<file path="config.mk">
export PLATFORM = sky130hd
export DESIGN_NAME = pcb_paged_pc
export DESIGN_NICKNAME = d
export VERILOG_FILES = /design/src/rtl/pcb_pkg.sv /design/src/rtl/pcb_src_sel.sv /design/src/rtl/pcb_page_reg.sv /design/src/rtl/pcb_seq_counter.sv /design/src/rtl/pcb_table_regs.sv /design/src/rtl/pcb_paged_pc.sv
export SDC_FILE = /design/constraint.sdc
export NUM_CORES = 1
export LEC_CHECK = 0
export ABC_AREA = 1
export BUFFER_PORTS_ARGS = -buffer_cell sky130_fd_sc_hd__buf_2
export CAP_MARGIN = 10
export CORE_MARGIN = 4
export CORE_UTILIZATION = 30
export DETAILED_ROUTE_END_ITERATION = 7
export PLACE_DENSITY_LB_ADDON = 0.05
export SETUP_SLACK_MARGIN = 0.05
export SKIP_LAST_GASP = 1
export SLEW_MARGIN = 15
export SYNTH_ARGS = -nofsm -noshare
export SYNTH_HDL_FRONTEND = slang
export SYNTH_SLANG_ARGS = --single-unit
</file>
<file path="constraint.sdc">
create_clock -name clk -period 1.9 [get_ports clk]
set_clock_uncertainty 0.2 [all_clocks]
set_input_delay 0.095 -clock clk [delete_from_list [all_inputs] [get_ports clk]]
set_output_delay 0.095 -clock clk [all_outputs]
set_load 0.005 [all_outputs]
</file>
<file path="src/rtl/pcb_pkg.sv">
package pcb_pkg;

    localparam int PC_W   = 12;
    localparam int PG_W   = 1;
    localparam int CNT_W  = PC_W - PG_W;
    localparam int NIB_W  = 4;
    localparam int OFS_W  = 2 * NIB_W;
    localparam int KEEP_W = CNT_W - OFS_W;

    typedef logic [PC_W-1:0]  pc_t;
    typedef logic [PG_W-1:0]  page_t;
    typedef logic [CNT_W-1:0] cnt_t;
    typedef logic [NIB_W-1:0] nib_t;
    typedef logic [OFS_W-1:0] ofs_t;

    typedef struct packed {
        page_t page;
        cnt_t  cnt;
    } pc_s;

    typedef struct packed {
        nib_t hi;
        nib_t lo;
    } tbl_pair_s;

    typedef enum logic [2:0] {
        SRC_HOLD = 3'd0,
        SRC_INC  = 3'd1,
        SRC_TJMP = 3'd2,
        SRC_CALL = 3'd3,
        SRC_JMP  = 3'd4,
        SRC_RET  = 3'd5
    } src_e;

    function automatic src_e pick_src(input logic ret_en, input logic jmp_en,
                                      input logic call_en, input logic tjmp_en,
                                      input logic inc_en);
        src_e s;
        if (ret_en)       s = SRC_RET;
        else if (jmp_en)  s = SRC_JMP;
        else if (call_en) s = SRC_CALL;
        else if (tjmp_en) s = SRC_TJMP;
        else if (inc_en)  s = SRC_INC;
        else              s = SRC_HOLD;
        return s;
    endfunction

    function automatic page_t page_of(input pc_t a);
        pc_s v;
        v = pc_s'(a);
        return v.page;
    endfunction

    function automatic cnt_t cnt_of(input pc_t a);
        pc_s v;
        v = pc_s'(a);
        return v.cnt;
    endfunction

endpackage

</file>
<file path="src/rtl/pcb_src_sel.sv">
module pcb_src_sel
    import pcb_pkg::*;
(
    input  logic ret_en,
    input  logic jmp_en,
    input  logic call_en,
    input  logic tjmp_en,
    input  logic inc_en,
    output src_e src
);

    always_comb begin
        src = pick_src(ret_en, jmp_en, call_en, tjmp_en, inc_en);
    end

endmodule

</file>
<file path="src/rtl/pcb_page_reg.sv">
module pcb_page_reg
    import pcb_pkg::*;
(
    input  logic  clk,
    input  logic  rst,
    input  src_e  src,
    input  page_t tgt_page,
    input  page_t ret_page,
    output page_t page_q
);

    page_t page_d;

    always_comb begin
        case (src)
            SRC_RET: page_d = ret_page;
            SRC_JMP: page_d = tgt_page;
            default: page_d = page_q;
        endcase
    end

    always_ff @(posedge clk) begin
        if (rst) page_q <= '0;
        else     page_q <= page_d;
    end

    // page stays put for every source except return and jump
    assert_page_kept_R2: assert property (@(posedge clk) disable iff (rst)
        (src == SRC_INC || src == SRC_CALL || src == SRC_TJMP || src == SRC_HOLD)
        |=> $stable(page_q));

endmodule

</file>
<file path="src/rtl/pcb_seq_counter.sv">
module pcb_seq_counter
    import pcb_pkg::*;
(
    input  logic clk,
    input  logic rst,
    input  src_e src,
    input  cnt_t tgt_cnt,
    input  cnt_t ret_cnt,
    input  ofs_t tbl_ofs,
    output cnt_t cnt_q
);

    cnt_t cnt_d;
    logic [KEEP_W-1:0] keep_bits;

    assign keep_bits = cnt_q[CNT_W-1:OFS_W];

    always_comb begin
        case (src)
            SRC_RET:  cnt_d = ret_cnt;
            SRC_JMP:  cnt_d = tgt_cnt;
            SRC_CALL: cnt_d = tgt_cnt;
            SRC_TJMP: cnt_d = {keep_bits, tbl_ofs};
            SRC_INC:  cnt_d = cnt_q + cnt_t'(1);
            default:  cnt_d = cnt_q;
        endcase
    end

    always_ff @(posedge clk) begin
        if (rst) cnt_q <= '0;
        else     cnt_q <= cnt_d;
    end

    assert_inc_wrap_R3: assert property (@(posedge clk) disable iff (rst)
        (src == SRC_INC && cnt_q == '1) |=> (cnt_q == '0));

    assert_cnt_hold_R10: assert property (@(posedge clk) disable iff (rst)
        (src == SRC_HOLD) |=> $stable(cnt_q));

endmodule

</file>
<file path="src/rtl/pcb_table_regs.sv">
module pcb_table_regs
    import pcb_pkg::*;
(
    input  logic clk,
    input  logic rst,
    input  logic trtn_en,
    input  ofs_t rom_byte,
    output nib_t tbr_q,
    output nib_t ac_q
);

    tbl_pair_s pair_q;

    always_ff @(posedge clk) begin
        if (rst)          pair_q <= '0;
        else if (trtn_en) pair_q <= tbl_pair_s'(rom_byte);
    end

    assign tbr_q = pair_q.hi;
    assign ac_q  = pair_q.lo;

    assert_trtn_split_R8: assert property (@(posedge clk) disable iff (rst)
        trtn_en |=> (tbr_q == $past(rom_byte[OFS_W-1:NIB_W]) &&
                     ac_q  == $past(rom_byte[NIB_W-1:0])));

    assert_pair_hold_R10: assert property (@(posedge clk) disable iff (rst)
        !trtn_en |=> ($stable(tbr_q) && $stable(ac_q)));

endmodule

</file>
<file path="src/rtl/pcb_paged_pc.sv">
module pcb_paged_pc
    import pcb_pkg::*;
(
    input  logic            clk,
    input  logic            rst,
    input  logic            inc_en,
    input  logic            jmp_en,
    input  logic            call_en,
    input  logic            ret_en,
    input  logic            tjmp_en,
    input  logic            trtn_en,
    input  logic [PC_W-1:0] tgt_addr,
    input  logic [PC_W-1:0] ret_addr,
    input  logic [OFS_W-1:0] rom_data,
    output logic [PC_W-1:0] pc,
    output logic [NIB_W-1:0] tbr,
    output logic [NIB_W-1:0] ac
);

    src_e  src;
    page_t page_q;
    cnt_t  cnt_q;
    nib_t  tbr_q;
    nib_t  ac_q;
    pc_s   pc_view;

    pcb_src_sel u_src_sel (
        .ret_en  (ret_en),
        .jmp_en  (jmp_en),
        .call_en (call_en),
        .tjmp_en (tjmp_en),
        .inc_en  (inc_en),
        .src     (src)
    );

    pcb_page_reg u_page_reg (
        .clk      (clk),
        .rst      (rst),
        .src      (src),
        .tgt_page (page_of(tgt_addr)),
        .ret_page (page_of(ret_addr)),
        .page_q   (page_q)
    );

    pcb_seq_counter u_seq_counter (
        .clk     (clk),
        .rst     (rst),
        .src     (src),
        .tgt_cnt (cnt_of(tgt_addr)),
        .ret_cnt (cnt_of(ret_addr)),
        .tbl_ofs ({tbr_q, ac_q}),
        .cnt_q   (cnt_q)
    );

    pcb_table_regs u_table_regs (
        .clk      (clk),
        .rst      (rst),
        .trtn_en  (trtn_en),
        .rom_byte (rom_data),
        .tbr_q    (tbr_q),
        .ac_q     (ac_q)
    );

    always_comb begin
        pc_view.page = page_q;
        pc_view.cnt  = cnt_q;
    end

    assign pc  = pc_t'(pc_view);
    assign tbr = tbr_q;
    assign ac  = ac_q;

    assert_reset_clear_R1: assert property (@(posedge clk)
        rst |=> (pc == '0 && tbr == '0 && ac == '0));

    assert_ret_load_R6: assert property (@(posedge clk) disable iff (rst)
        ret_en |=> (pc == $past(ret_addr)));

    assert_jmp_full_R4: assert property (@(posedge clk) disable iff (rst)
        (jmp_en && !ret_en) |=> (pc == $past(tgt_addr)));

    assert_call_page_R5: assert property (@(posedge clk) disable iff (rst)
        (call_en && !jmp_en && !ret_en) |=>
        (pc[PC_W-1] == $past(pc[PC_W-1]) && pc[CNT_W-1:0] == $past(tgt_addr[CNT_W-1:0])));

    assert_tjmp_target_R7: assert property (@(posedge clk) disable iff (rst)
        (tjmp_en && !call_en && !jmp_en && !ret_en) |=>
        (pc == {$past(pc[PC_W-1:OFS_W]), $past(tbr), $past(ac)}));

    assert_inc_step_R9: assert property (@(posedge clk) disable iff (rst)
        (inc_en && !tjmp_en && !call_en && !jmp_en && !ret_en && pc[CNT_W-1:0] != '1) |=>
        (pc == $past(pc) + pc_t'(1)));

endmodule

</file>
==> flow_summary.json <==
{
  "status": "complete, no violations",
  "initial_core_util": 0.310,
  "wl_per_cell_um": 12.1,
  "post-route-min-period_ps": 1640,
  "path_max_fanout": 6,
  "yosys_warnings": 0,
  "grt_pass1_vias": 1583,
  "cp_common_cell": "nand2_1",
  "clockBufferDepth": 2,
  "io_buffers": 59,
  "instances_no_fill": 353,
  "syn_avg_cell_area_um2": 6.18,
  "cp_slowest_cell": "dfxtp_1",
  "synth_edf_count": 0,
  "crit_chain": "ha_2 > nand3_1 > nor2_1 > nand2_1 > nand2_1 > nand3_1 > nand2_1 > nand2_1 > a21oi_1",
  "path_delay_family": "simple AND/OR/NAND/NOR gates",
  "num_rows": 24,
  "dpl_cell_area_um2": 1670,
  "cap_viol_max_count": 0,
  "htreeDepth": 1,
  "placed_cells": 325,
  "cts_root_buf": "clkbuf_8",
  "end_kind": "flop",
  "design_area_um2": 1970,
  "core-area_um2": 4320,
  "synth_area_leader_cell": "dfxtp_1",
  "rsz0062_at_grt": "no",
  "switching_share": 0.295,
  "finalSetupTns_ps": 0,
  "fmax_mhz": 610,
  "grt_pass1_wl_um": 6910,
  "firstDrtPassIters": 4,
  "power_w": 0.00105,
  "p_leak_nw": 0.996,
  "ys_top_cells_by_area": "dfxtp_1, nand2_1, nand3_1",
  "pwr-share-comb": 0.265,
  "wl_um": 4260,
  "syn_nets": 258,
  "worst_ep_required_time_ps": 1890,
  "grt_usage": 0.159,
  "die_y_um": 74.8,
  "yosysMostFrequentCell": "nand2_1",
  "timing.critical_path.buf_inv": 0,
  "cts_tree": "done",
  "place_congestion": 0.814,
  "drv_slew": 0,
  "netlist_instances": 217,
  "switchingPower_w": 0.000309,
  "die-area_um2": 5600,
  "start_kind": "flop",
  "syn_area_um2": 1340,
  "hold_class": "in -> reg",
  "viasPerCell": 4.65,
  "post-route-period-util": 0.863,
  "synthFlopType": "dfxtp_1",
  "antenna_cells": 0,
  "power.internal_w": 0.000738,
  "clkLatencyLatePin_ps": 260,
  "overflow": 0,
  "ioPinCount": 60,
  "yosysTopAreaCellShare": 0.299,
  "ys_seq_elements": 20,
  "hpwlAfterDp_um": 3170,
  "drive_gt1_frac": 0.279,
  "grt_max_degree": 15,
  "nNetsFinal": 344,
  "p_per_area_nw_per_um2": 532,
  "setup_viol_count_final": 0,
  "irDropWorstVdd_v": 0.000259,
  "async_flop_share": 0,
  "p_seq_frac": 0.463,
  "synth_common_cells": "nand2_1, nor2_1, nand3_1",
  "path_clk_slew_ps": 80,
  "path_class": "reg -> reg",
  "cts-buffers-inserted": 3,
  "worst_pin_slew_ps": 421,
  "num_vias": 1642,
  "cts.sinks": 20,
  "drc": 0,
  "final_util": 0.455,
  "area_growth_pct": 46.9,
  "relSlewSlack": 0.719,
  "max_stage_delay_ps": 400,
  "hold_violations": 0,
  "synth_cell_types": 29,
  "chipWidth_um": 74.8,
  "clkPwrFrac": 0.272,
  "drt_iter0_drc": 42,
  "arrival_ps": 1630,
  "antenna_found_initial": 0,
  "synth_seq_area_share": 0.299,
  "ant_nets": 0
}
[final timing paths]
path	depth (start not counted)	slack [ps]	from	to
worst max-delay path	9	260	u_seq_counter.cnt_q[1]$_SDFFE_PP0P_	u_seq_counter.cnt_q[8]$_SDFFE_PP0P_
worst min-delay path	5	8	tgt_addr[0]	u_seq_counter.cnt_q[0]$_SDFFE_PP0P_
worst max register to register	9	260	u_seq_counter.cnt_q[1]$_SDFFE_PP0P_	u_seq_counter.cnt_q[8]$_SDFFE_PP0P_
worst min register to register	2	280	u_table_regs.ac_q[0]$_SDFFE_PP0P_	u_table_regs.ac_q[0]$_SDFFE_PP0P_
[stage by stage]
stage / hold WS [ps] / worst slack, ps
finish: 8.25 / 260
global route: 44.9 / 55.0
global placement: 124 / 305
CTS: 9.11 / 232
floorplan: -35.9 / 357
detailed placement: 126 / 268
[placed cells by master, fill, tap and decap left out, types with 2 or more instances in the layout]
cell type      instances
buf_2                 59
a21oi_1                9
o21bai_1               2
inv_1                 16
or2_2                  2
nand4_1                4
nand3_1               30
o21ai_1                4
dlygate4sd3_1         25
nand2_1               56
nor2_1                36
dfxtp_1               20
clkbuf_8               3
buf_4                  3
o21a_1                 2
nand2_2                3
nand2_4                2
inv_2                  6
o21ai_0                9
[registers in the layout (all words and copies together) (netlist names)]
name	cells
u_page_reg.page_q	1
u_seq_counter.cnt_q	11
u_table_regs.ac_q	4
u_table_regs.tbr_q	4
[per-layer routing]
layer,vias up,share of wire,global-route usage
met3,4,0.051,0.0280
met2,45,0.50,0.278
met1,719,0.44,0.202
met4,0,0.0063,0.0415
li1,874,-,-
met5,-,0,0
[cells by family after synthesis]
family	count (synthesis)	share of synthesized area
AND/OR/NAND/NOR	139	0.472
AO/OA/AOI/OAI	29	0.121
buffers and inverters	28	0.0980
flip-flops	20	0.299
adder cells (fa/ha/maj)	1	0.00934
[what timing repair did]
| item | CTS | global route |
|---|---|---|
| setup endpoints to repair | 0 | 1 |
| setup buffers | 0 | 0 |
| hold buffers | 25 | 0 |
| gates resized for setup | 0 | 1 |
| hold endpoints to repair | 20 | 0 |
[final cells by class]
| cell class | instances | area (um^2) |
|---|---|---|
| Tap cell | 52 | 65.1 |
| Fill cell | 496 | 2360 |
| Sequential cell | 20 | 400 |
| Multi-Input combinational cell | 169 | 811 |
| Timing Repair Buffer | 87 | 568 |
| Inverter | 22 | 82.6 |
| Clock buffer | 3 | 41.3 |
[worst min-delay path: stages]
cell and delay [ps]:
buf_2 100, nand2_1 50, nand3_1 70, nand2_1 60, a21oi_1 50
[power by group through the flow]
| stage | combinational [W] | sequential, W | clock, W |
|---|---|---|---|
| 6_report | 0.000278 | 0.000485 | 0.000285 |
| 5_1_grt | 0.000316 | 0.000490 | 0.000302 |
| 4_1_cts | 0.000279 | 0.000484 | 0.000294 |
| 3_5_place_dp | 0.000235 | 0.000494 | 0 |
| 3_3_place_gp | 0.000237 | 0.000494 | 0 |
| 2_1_floorplan | 0.000129 | 0.000492 | 0 |
No activity file was read; power rests on OpenSTA's default activity.
